`src/rtl/srefresh_pkg.sv`:
```
// Shared types for the self-refresh engine.
package srefresh_pkg;

    // Sequencer states: idle, waiting for the interval, row open.
    typedef enum logic [1:0] {
        SR_IDLE = 2'd0,
        SR_WAIT = 2'd1,
        SR_OPEN = 2'd2
    } sr_state_t;

endpackage

```
`src/rtl/sr_interval_timer.sv`:
```
// Interval timer: counts time-base ticks while running and flags every
// INTERVAL_TICKS-th tick. Assumes tick_i is a single-cycle pulse.
module sr_interval_timer #(
    parameter int INTERVAL_TICKS = 4
) (
    input  logic clk,
    input  logic rst_n,
    input  logic run_i,
    input  logic tick_i,
    output logic fire_o
);
    localparam int CW = $clog2(INTERVAL_TICKS + 1);
    localparam logic [CW-1:0] LAST = CW'(INTERVAL_TICKS - 1);

    logic [CW-1:0] cnt_q;

    // Tick counter; held at zero while stopped so each session starts fresh.
    always_ff @(posedge clk) begin
        if (!rst_n || !run_i) begin
            cnt_q <= '0;
        end else if (tick_i) begin
            cnt_q <= (cnt_q == LAST) ? '0 : cnt_q + 1'b1;
        end
    end

    // Interval boundary.
    always_comb fire_o = run_i && tick_i && (cnt_q == LAST);
endmodule

```
`src/rtl/sr_addr_counter.sv`:
```
// Bank/row counter pair. The bank counter steps in binary order, and the row
// counter steps when the bank counter wraps. clr_bank_i zeroes the bank
// counter and takes precedence over stepping for that counter only.
module sr_addr_counter #(
    parameter int BANK_W = 2,
    parameter int ROW_W  = 2
) (
    input  logic              clk,
    input  logic              rst_n,
    input  logic              adv_i,
    input  logic              clr_bank_i,
    output logic [BANK_W-1:0] bank_o,
    output logic [ROW_W-1:0]  row_o
);
    localparam logic [BANK_W-1:0] BANK_MAX = '1;

    logic [BANK_W-1:0] bank_q;
    logic [ROW_W-1:0]  row_q;

    // Bank counter: clear on hand-back, otherwise step on advance.
    always_ff @(posedge clk) begin
        if (!rst_n || clr_bank_i) begin
            bank_q <= '0;
        end else if (adv_i) begin
            bank_q <= bank_q + 1'b1;
        end
    end

    // Row counter: step when the bank counter rolls over.
    always_ff @(posedge clk) begin
        if (!rst_n) begin
            row_q <= '0;
        end else if (adv_i && (bank_q == BANK_MAX)) begin
            row_q <= row_q + 1'b1;
        end
    end

    assign bank_o = bank_q;
    assign row_o  = row_q;
endmodule

```
`src/rtl/sr_sequencer.sv`:
```
// Refresh sequencer: enters service on a low-power request, issues an
// activate at each interval boundary, and issues a precharge TRAS_CYC clocks
// later. It drains an open row before going idle. Assumes the interval is
// longer than TRAS_CYC clocks, so no boundary falls while a row is open.
module sr_sequencer
    import srefresh_pkg::*;
#(
    parameter int BANK_W   = 2,
    parameter int ROW_W    = 2,
    parameter int TRAS_CYC = 3
) (
    input  logic              clk,
    input  logic              rst_n,
    input  logic              req_i,
    input  logic              fire_i,
    input  logic [BANK_W-1:0] bank_i,
    input  logic [ROW_W-1:0]  row_i,
    output logic              run_o,
    output logic              adv_o,
    output logic              clr_bank_o,
    output logic              act_o,
    output logic              pre_o,
    output logic [BANK_W-1:0] ref_bank_o,
    output logic [ROW_W-1:0]  ref_row_o
);
    localparam int RW = $clog2(TRAS_CYC + 1);
    localparam logic [RW-1:0] RAS_LAST = RW'(TRAS_CYC - 1);

    sr_state_t         state_q;
    logic [RW-1:0]     ras_q;
    logic              ras_done;

    // End of the open-row window.
    always_comb ras_done = (state_q == SR_OPEN) && (ras_q == RAS_LAST);

    // Counter strobes: advance at precharge, clear bank on any return to idle.
    always_comb begin
        adv_o      = ras_done;
        clr_bank_o = !req_i && ((state_q == SR_WAIT) || ras_done);
        run_o      = (state_q != SR_IDLE);
    end

    // State, open-row timer, strobes and latched refresh address.
    always_ff @(posedge clk) begin
        if (!rst_n) begin
            state_q    <= SR_IDLE;
            ras_q      <= '0;
            act_o      <= 1'b0;
            pre_o      <= 1'b0;
            ref_bank_o <= '0;
            ref_row_o  <= '0;
        end else begin
            act_o <= 1'b0;
            pre_o <= 1'b0;
            unique case (state_q)
                SR_IDLE: begin
                    if (req_i) state_q <= SR_WAIT;
                end
                SR_WAIT: begin
                    if (!req_i) begin
                        state_q <= SR_IDLE;
                    end else if (fire_i) begin
                        state_q    <= SR_OPEN;
                        ras_q      <= '0;
                        act_o      <= 1'b1;
                        ref_bank_o <= bank_i;
                        ref_row_o  <= row_i;
                    end
                end
                SR_OPEN: begin
                    if (ras_done) begin
                        pre_o   <= 1'b1;
                        state_q <= req_i ? SR_WAIT : SR_IDLE;
                    end else begin
                        ras_q <= ras_q + 1'b1;
                    end
                end
                default: state_q <= SR_IDLE;
            endcase
        end
    end
endmodule

```
`src/rtl/srefresh_engine.sv`:
```
// Self-refresh engine top. It forms the low-power request (power-down, or
// nap with enable) and wires the interval timer, the sequencer and the
// shared bank/row counters together. Assumes tick_i is a clean single-cycle
// pulse and that INTERVAL_TICKS ticks span more than TRAS_CYC clocks.
module srefresh_engine #(
    parameter int BANK_W         = 2,
    parameter int ROW_W          = 2,
    parameter int INTERVAL_TICKS = 4,
    parameter int TRAS_CYC       = 3
) (
    input  logic              clk,
    input  logic              rst_n,
    input  logic              pdn_i,
    input  logic              nap_i,
    input  logic              nap_sr_en_i,
    input  logic              tick_i,
    output logic              act_o,
    output logic              pre_o,
    output logic [BANK_W-1:0] ref_bank_o,
    output logic [ROW_W-1:0]  ref_row_o,
    output logic [BANK_W-1:0] bank_cnt_o,
    output logic [ROW_W-1:0]  row_cnt_o,
    output logic              busy_o
);
    logic sr_req;
    logic run;
    logic fire;
    logic adv;
    logic clr_bank;

    // Low-power request: power-down always, nap only when enabled.
    always_comb sr_req = pdn_i || (nap_i && nap_sr_en_i);

    sr_interval_timer #(
        .INTERVAL_TICKS(INTERVAL_TICKS)
    ) u_timer (
        .clk    (clk),
        .rst_n  (rst_n),
        .run_i  (run),
        .tick_i (tick_i),
        .fire_o (fire)
    );

    sr_addr_counter #(
        .BANK_W(BANK_W),
        .ROW_W (ROW_W)
    ) u_cnt (
        .clk        (clk),
        .rst_n      (rst_n),
        .adv_i      (adv),
        .clr_bank_i (clr_bank),
        .bank_o     (bank_cnt_o),
        .row_o      (row_cnt_o)
    );

    sr_sequencer #(
        .BANK_W  (BANK_W),
        .ROW_W   (ROW_W),
        .TRAS_CYC(TRAS_CYC)
    ) u_seq (
        .clk        (clk),
        .rst_n      (rst_n),
        .req_i      (sr_req),
        .fire_i     (fire),
        .bank_i     (bank_cnt_o),
        .row_i      (row_cnt_o),
        .run_o      (run),
        .adv_o      (adv),
        .clr_bank_o (clr_bank),
        .act_o      (act_o),
        .pre_o      (pre_o),
        .ref_bank_o (ref_bank_o),
        .ref_row_o  (ref_row_o)
    );

    // Busy whenever the sequencer is out of idle.
    assign busy_o = run;
endmodule

```
`config.mk`:
```
export PLATFORM = sky130hd
export DESIGN_NAME = srefresh_engine
export DESIGN_NICKNAME = d
export VERILOG_FILES = /design/src/rtl/srefresh_pkg.sv /design/src/rtl/sr_interval_timer.sv /design/src/rtl/sr_addr_counter.sv /design/src/rtl/sr_sequencer.sv /design/src/rtl/srefresh_engine.sv
export SDC_FILE = /design/constraint.sdc
export NUM_CORES = 1
export LEC_CHECK = 0
export BUFFER_PORTS_ARGS = -buffer_cell sky130_fd_sc_hd__buf_4
export CAP_MARGIN = 5
export CORE_UTILIZATION = 54
export CTS_BUF_LIST = sky130_fd_sc_hd__clkbuf_8 sky130_fd_sc_hd__clkbuf_16
export DETAILED_ROUTE_END_ITERATION = 12
export HOLD_SLACK_MARGIN = 0.12
export PLACE_DENSITY = 0.87
export SKIP_LAST_GASP = 1
export SYNTH_ARGS = -nofsm -noshare
export SYNTH_HDL_FRONTEND = slang
export SYNTH_SLANG_ARGS = --single-unit
```
`constraint.sdc`:
```
create_clock -name clk -period 3.7 [get_ports clk]
set_input_delay 0.185 -clock clk [delete_from_list [all_inputs] [get_ports clk]]
set_output_delay 0.185 -clock clk [all_outputs]
set_load 0.01 [all_outputs]
```
==> reports/metrics.yaml, run 1 <==
final_layout:
  diodes: 0
  final_nets: 106
  drive_gt1_share_pct: 25.0
  area_delta_synth_final_pct: 23.0
  instances_no_fill: 111
grt:
  grt.overflow.total: 0
  track_usage_pct: 22.6
  antenna_found_initial: 0
  grt_pass1_wl_microns: 2180
  grt_max_degree: 21
  grt_pass1_vias: 491
synthesis:
  synth.area.top_cells: "dfxtp_1 45%, mux2i_1 7.9%, nand2_1 6.9%, ha_1 5.0%, o21a_1 3.0%"
  synth_top_area_share_pct: 45.0
  synth_enable_flop_cells: 0
  synth_ff_type: "dfxtp_1"
  synth-async-reset-ratio_pct: 0
  synthesis.area_sq_um: 757
  synth_cell_types: 29
  postSynthAreaPerCell_sq_um: 9.70
  synth.net_count: 87
  yosys_warnings: 0
  synthCells: 78
  synth_seq_area_share_pct: 45.0
  synth-seq-cells: 17
  synthDominantAreaCellType: "dfxtp_1"
sta:
  fin_crit_sh_pct: 37.5
  tns_ns: 0
  fmax_mhz: 720
  setup_viol: 0
  post-route-min-period_ns: 1.39
  relSlewSlack_pct: 67.0
  rsz0062_at_grt: "false"
  fin_worst_skew_ns: 0.00242
  final_hold_viol_count: 0
  slew_viol_final: 0
  worst_pin_slew_ns: 0.493
routing:
  drc: 0
  firstDrtPassIters: 2
  vias: 603
  drt-vias-per-instance: 5.43
  postRouteWirelength_microns: 1430
  drt_iter0_markers: 5
  detail_route.wl_per_cell_microns: 12.8
  antenna_left: 0
worst_setup_path:
  reg2reg_from: "u_seq.ras_q[0]"
  cp-end-kind: "flop"
  crit_path_start: "u_seq.ras_q[0]"
  arrival_ns: 1.55
  cp_max_fo: 5
  startpoint_type: "flop"
  required_ns: 3.86
  rrSetupSlack_ns: 2.31
  crit_type: "reg2reg"
floorplan:
  fp.dieH_microns: 39.4
  row_count: 13
  start_util_pct: 58.2
  fp.dieW_microns: 39.4
  coreArea_sq_um: 1300
  pin_count: 17
  die-area_sq_um: 1560
clock_network:
  postCtsHoldBufs: 0
  post_cts_buffers: 0
  path_clk_slew_ns: 0.06
  ctsLongestPathBuffers: 2
  cts_tree: "yes"
  clk_latency_ns: 0.25
  tritoncts.num_buffers: 3
  htreeDepth: 1
  cts_sinks: 17
  clock_tree.root_cell: "clkbuf_8"
  postCtsResizedCells: 0
place:
  io_buffers: 16
  dp_cells: 107
  hpwl_microns: 1040
  gp_congestion: 0.676
job:
  maxCapViolCount: 0
power_and_ir_drop:
  power.leakage_uw: 0.000393
  ir_worst_vdd_mv: 0.234
  p_per_area_nw_per_um2: 366
hold_path:
  hold_path.class: "in2reg"
  hp-start: "tick_i"
outcome:
  status: "finished, final reports clean"
==> kinds of logic (layout without fill, tap and decap cells) <==
| group | Yosys count | in the layout | share of synthesized area (%) |
|---|---|---|---|
| flops | 17 | 17 | 45.0 |
| mux | 6 | 6 | 7.93 |
| simple gates | 33 | 33 | 25.5 |
| xor+xnor | 1 | 1 | 1.16 |
| compound gates | 14 | 14 | 13.2 |
| fa+ha+maj | 3 | 3 | 4.96 |
| buf+inv | 4 | 22 | 2.31 |
==> synth_stat cells (2+ instances only) <==
| master | count |
|---|---|
| o21a_1 | 3 |
| buf_2 | 2 |
| a21oi_1 | 2 |
| a21boi_0 | 2 |
| ha_1 | 3 |
| nand2_1 | 14 |
| nand3_1 | 3 |
| nand3b_1 | 2 |
| nor2_1 | 2 |
| inv_1 | 2 |
| dfxtp_1 | 17 |
| nor3b_1 | 2 |
| mux2i_1 | 6 |
| o31ai_1 | 2 |
| o211ai_1 | 2 |
==> where the power goes <==
| group | total [uW] | leakage [uW] | internal, uW | switching [uW] |
|---|---|---|---|---|
| clock network | 135 | 0.0000269 | 73.6 | 61.2 |
| registers | 186 | 0.000137 | 184 | 1.76 |
| logic | 19.5 | 0.000229 | 9.20 | 10.3 |
| total | 340 | 0.000393 | 267 | 73.3 |
==> layout make-up <==
class | count | area, sq um
inverters | 2 | 7.51
multi-input cells | 57 | 399
clock inverters | 1 | 3.75
flip-flops and latches | 17 | 340
fillers | 104 | 370
well taps | 15 | 18.8
clock buffers | 3 | 41.3
repair buffers | 16 | 120
==> layer usage <==
metal / vias to the layer above / routed length (microns) / track usage [%]
met2: 12 / 685 / 34.0
met4: 0 / 39 / 15.5
met5: - / 0 / 0
met1: 277 / 652 / 27.0
li1: 309 / - / -
met3: 5 / 49 / 6.82
==> worst max-delay path, stage by stage, from the launching register on <==
cell	delay, ns
dfxtp_1	0.33
inv_1	0.06
ha_1	0.23
nor3b_1	0.44
nand3b_1	0.14
o31ai_1	0.09
==> path summary, 6_finish.rpt <==
check | to | depth (start not counted)
worst max-delay path | u_seq.ras_q[1] | 5
worst min-delay path | u_timer.cnt_q[0] | 3
worst min register to register | u_seq.ref_bank_o[1] | 2
worst max register to register | u_seq.ras_q[1] | 5
==> flip-flops by register name (all words and copies together), names as in the netlist <==
name and cells:
u_seq.act_o 1, u_seq.state_q 2, u_seq.ref_row_o 2, u_seq.pre_o 1, u_seq.ref_bank_o 2, u_seq.ras_q 2
u_cnt.row_o 2, u_cnt.bank_o 2, u_timer.cnt_q 3
==> placed cells by master (no fill, tap or decap), drive strengths merged <==
cell type   n
nand2      14
nor3        2
nand3       3
or3         1
buf        16
mux2i       6
nand3b      3
dfxtp      17
xnor2       1
and3        1
a21o        1
o31ai       2
o21a        3
a21boi      3
nor3b       2
clkbuf      3
ha          3
o211ai      2
a21oi       2
and2        1
nor2        2
and3b       1
or2         1
o21bai      1
nand2b      2
inv         3
==> per-stage QoR <==
step                      hold WS (ns)  instance area [sq um]  utilization [%]  worst slack (ns)  total power (uW)
after floorplan                  0.332                    757                -              2.49               201
after global placement           0.449                    886             68.1              2.38               209
after detailed placement         0.457                    886             68.1              2.32               209
after CTS                        0.220                    931             71.5              2.30               345
after global routing             0.269                    931             71.5              2.21               352
final                            0.220                    931             71.5              2.31               340
Note: power is estimated with default switching activity, not from simulation.
==> inputs of run 2 (changes only) <==
--- a/config.mk
+++ b/config.mk
@@ -7,11 +7,11 @@
 export LEC_CHECK = 0
 export BUFFER_PORTS_ARGS = -buffer_cell sky130_fd_sc_hd__buf_4
 export CAP_MARGIN = 5
-export CORE_UTILIZATION = 54
+export CORE_UTILIZATION = 50
 export CTS_BUF_LIST = sky130_fd_sc_hd__clkbuf_8 sky130_fd_sc_hd__clkbuf_16
 export DETAILED_ROUTE_END_ITERATION = 12
 export HOLD_SLACK_MARGIN = 0.12
-export PLACE_DENSITY = 0.87
+export PLACE_DENSITY = 0.82
 export SKIP_LAST_GASP = 1
 export SYNTH_ARGS = -nofsm -noshare
 export SYNTH_HDL_FRONTEND = slang
==> constraint.sdc (replaced) <==
create_clock -name clk -period 1.33 [get_ports clk]
set_input_delay 0.0665 -clock clk [delete_from_list [all_inputs] [get_ports clk]]
set_output_delay 0.0665 -clock clk [all_outputs]
set_load 0.01 [all_outputs]
==> run 2 against run 1 <==
Against the previous run:
- combinational power rose to 2.8 times the previous value
- clock power grew to 2.8 times the previous value
- total power rose to 2.8 times the previous value
- die area up 7.6%
- worst setup slack got worse by 2.3 ns
- sequential power grew to 2.8 times the previous value
- via count increased by 2.2%
- hold slack worse by 0.071 ns
- flip-flop and latch count stayed put
==> reports/metrics.yaml, run 2 (same netlist as run 1, synthesis figures left out) <==
sta:
  slew_viol_final: 0  # unchanged
  setup_viol: 0  # unchanged
  fin_worst_skew_ns: 0.00600  # was 0.00242 ns
  whs_ns: 0.148  # was 0.220 ns
  tns_ns: 0  # unchanged
  fin_crit_sh_pct: 96.6  # was 37.5%
  worst_pin_slew_ns: 0.317  # was 0.493 ns
  fmax_mhz: 779  # was 720 MHz
  relSlewSlack_pct: 78.8  # was 67.0%
  final_hold_viol_count: 0  # unchanged
  post-route-min-period_ns: 1.28  # was 1.39 ns
place:
  hpwl_microns: 1020  # was 1040 microns
  io_buffers: 16  # unchanged
  gp_congestion: 0.710  # was 0.676
final_layout:
  utilization_pct: 73.7  # was 71.5%
  diodes: 0  # unchanged
  nFillCells: 107  # was 104
  final_nets: 112  # was 106
  drive_gt1_share_pct: 32.4  # was 25.0%
  largest-register: "u_timer.cnt_q"  # unchanged
  largest_reg_flops: 3  # unchanged
  seqCellArea_sq_um: 342  # was 340 sq um
  layout_common_cells: "21 x buf_4, 16 x dfxtp_1, 14 x nand2_1"  # was 17 x dfxtp_1, 16 x buf_4, 14 x nand2_1
  final_common_cell: "buf_4"  # was dfxtp_1
  multi_input_area_sq_um: 414  # was 399 sq um
  area_delta_synth_final_pct: 31.4  # was 23.0%
grt:
  antenna_found_initial: 0  # unchanged
  grt_max_degree: 21  # unchanged
  track_usage_pct: 19.3  # was 22.6%
  grt.overflow.total: 0  # unchanged
  grt_pass1_wl_microns: 2050  # was 2180 microns
  grt_pass1_vias: 488  # was 491
floorplan:
  start_util_pct: 56.1  # was 58.2%
  die-area_sq_um: 1670  # was 1560 sq um
  coreArea_sq_um: 1350  # was 1300 sq um
  pin_count: 17  # unchanged
  fp.dieH_microns: 40.9  # was 39.4 microns
  fp.dieW_microns: 40.9  # was 39.4 microns
  row_count: 13  # unchanged
worst_setup_path:
  required_ns: 1.52  # was 3.86 ns
  arrival_ns: 1.47  # was 1.55 ns
  r2r-end: "u_cnt.bank_o[0]"  # was u_seq.ras_q[1]
  endpoint: "u_cnt.bank_o[0]"  # was u_seq.ras_q[1]
  crit_type: "reg2reg"  # unchanged
  r2r_cells: 5  # unchanged
  crit_path_start: "u_seq.ras_q[0]"  # unchanged
  cp_max_fo: 4  # was 5
  startpoint_type: "flop"  # unchanged
  rrSetupSlack_ns: 0.05  # was 2.31 ns
  reg2reg_from: "u_seq.ras_q[0]"  # unchanged
  cp-end-kind: "flop"  # unchanged
routing:
  antenna_left: 0  # unchanged
  drc: 0  # unchanged
  vias: 616  # was 603
  drt-vias-per-instance: 5.26  # was 5.43
  detail_route.wl_per_cell_microns: 12.5  # was 12.8 microns
  postRouteWirelength_microns: 1460  # was 1430 microns
  drt_iter0_markers: 10  # was 5
  firstDrtPassIters: 4  # was 2
power_and_ir_drop:
  p_per_area_nw_per_um2: 955  # was 366 nW/um^2
  power.leakage_uw: 0.000420  # was 0.000393 uW
  ir_worst_vdd_mv: 0.834  # was 0.234 mV
clock_network:
  path_clk_slew_ns: 0.07  # was 0.06 ns
  cts_tree: "yes"  # unchanged
  htreeDepth: 1  # unchanged
  ctsLongestPathBuffers: 2  # unchanged
  clk_latency_ns: 0.25  # about the same
  cts_sinks: 17  # unchanged
  tritoncts.num_buffers: 3  # unchanged
  clock_tree.root_cell: "clkbuf_8"  # unchanged
outcome:
  status: "finished, final reports clean"  # unchanged
hold_path:
  hold_path.class: "in2reg"  # unchanged
job:
  maxCapViolCount: 0  # unchanged
==> run 2: cell types whose count changed in the layout (fill, tap and decap cells not counted) <==
| cell | change |
|---|---|
| buf_4 | +5 |
| dfxtp_1 | -1 |
| dfxtp_2 | +1 |
| dlygate4sd3_1 | +1 |
| ha_1 | -2 |
| ha_2 | +1 |
| ha_4 | +1 |
| inv_1 | -1 |
| inv_2 | +1 |
==> run 2: critical path, cell delays in order (launching register included) <==
cell	delay (ns)
dfxtp_1	0.32
inv_2	0.08
ha_4	0.15
nand3b_1	0.14
or3_1	0.40
a21boi_1	0.14
==> run 2: metrics by stage <==
stage / total power (uW) / instance area (sq um) / instances / worst slack [ns]
after floorplan: 560 / 757 / 78 / 0.116
after global placement: 581 / 893 / 108 / 0.0227
after detailed placement: 581 / 893 / 108 / -0.0212
after CTS: 952 / 963 / 115 / 0.0289
after global routing: 975 / 995 / 117 / -0.0187
final: 950 / 995 / 117 / 0.0457
==> run 2: cell type report <==
class	instances	share of cell area, %
clock buffer	3	4.15
clock inverter	1	0.377
inverter	2	0.755
multi-input combinational	57	41.6
sequential	17	34.3
tap	15	1.89
timing repair buffer	22	16.9
==> run 2: how the worst min path moves through the flow <==
stage,startpoint,to,slack [ns],cells past startpoint
final,rst_n,u_seq.state_q[1],0.15,2
after global routing,rst_n,u_seq.state_q[1],0.17,2
after CTS,rst_n,u_seq.state_q[1],0.15,2
after detailed placement,tick_i,u_timer.cnt_q[0],0.37,3
after global placement,tick_i,u_timer.cnt_q[0],0.36,3
after floorplan,tick_i,u_timer.cnt_q[0],0.21,2
==> run 2: routing by layer <==
metal / share of wire, % / vias to the layer above / routed length, microns / track usage [%]
li1: - / 320 / - / -
met1: 46 / 275 / 665 / 23.9
met2: 49 / 14 / 707 / 30.5
met3: 3.0 / 7 / 44 / 4.89
met4: 2.7 / 0 / 40 / 10.0
met5: 0 / - / 0 / 0
==> run 2: repair_timing <==
| action | 4_1_cts | 5_1_grt |
|---|---|---|
| pin swaps | 1 | 2 |
| endpoints found under the setup margin | 4 | 7 |
| hold endpoints to repair | 2 | 0 |
| hold buffers | 1 | 0 |
| gates resized for setup | 0 | 5 |
| setup buffers | 2 | 2 |
==> run 2: power by group <==
group          total, uW  switching (uW)  leakage [uW]  internal (uW)
clock network        377             172     0.0000269            205
logic               55.4            28.0      0.000255           27.4
registers            518            4.90      0.000138            513
total                950             205      0.000420            745
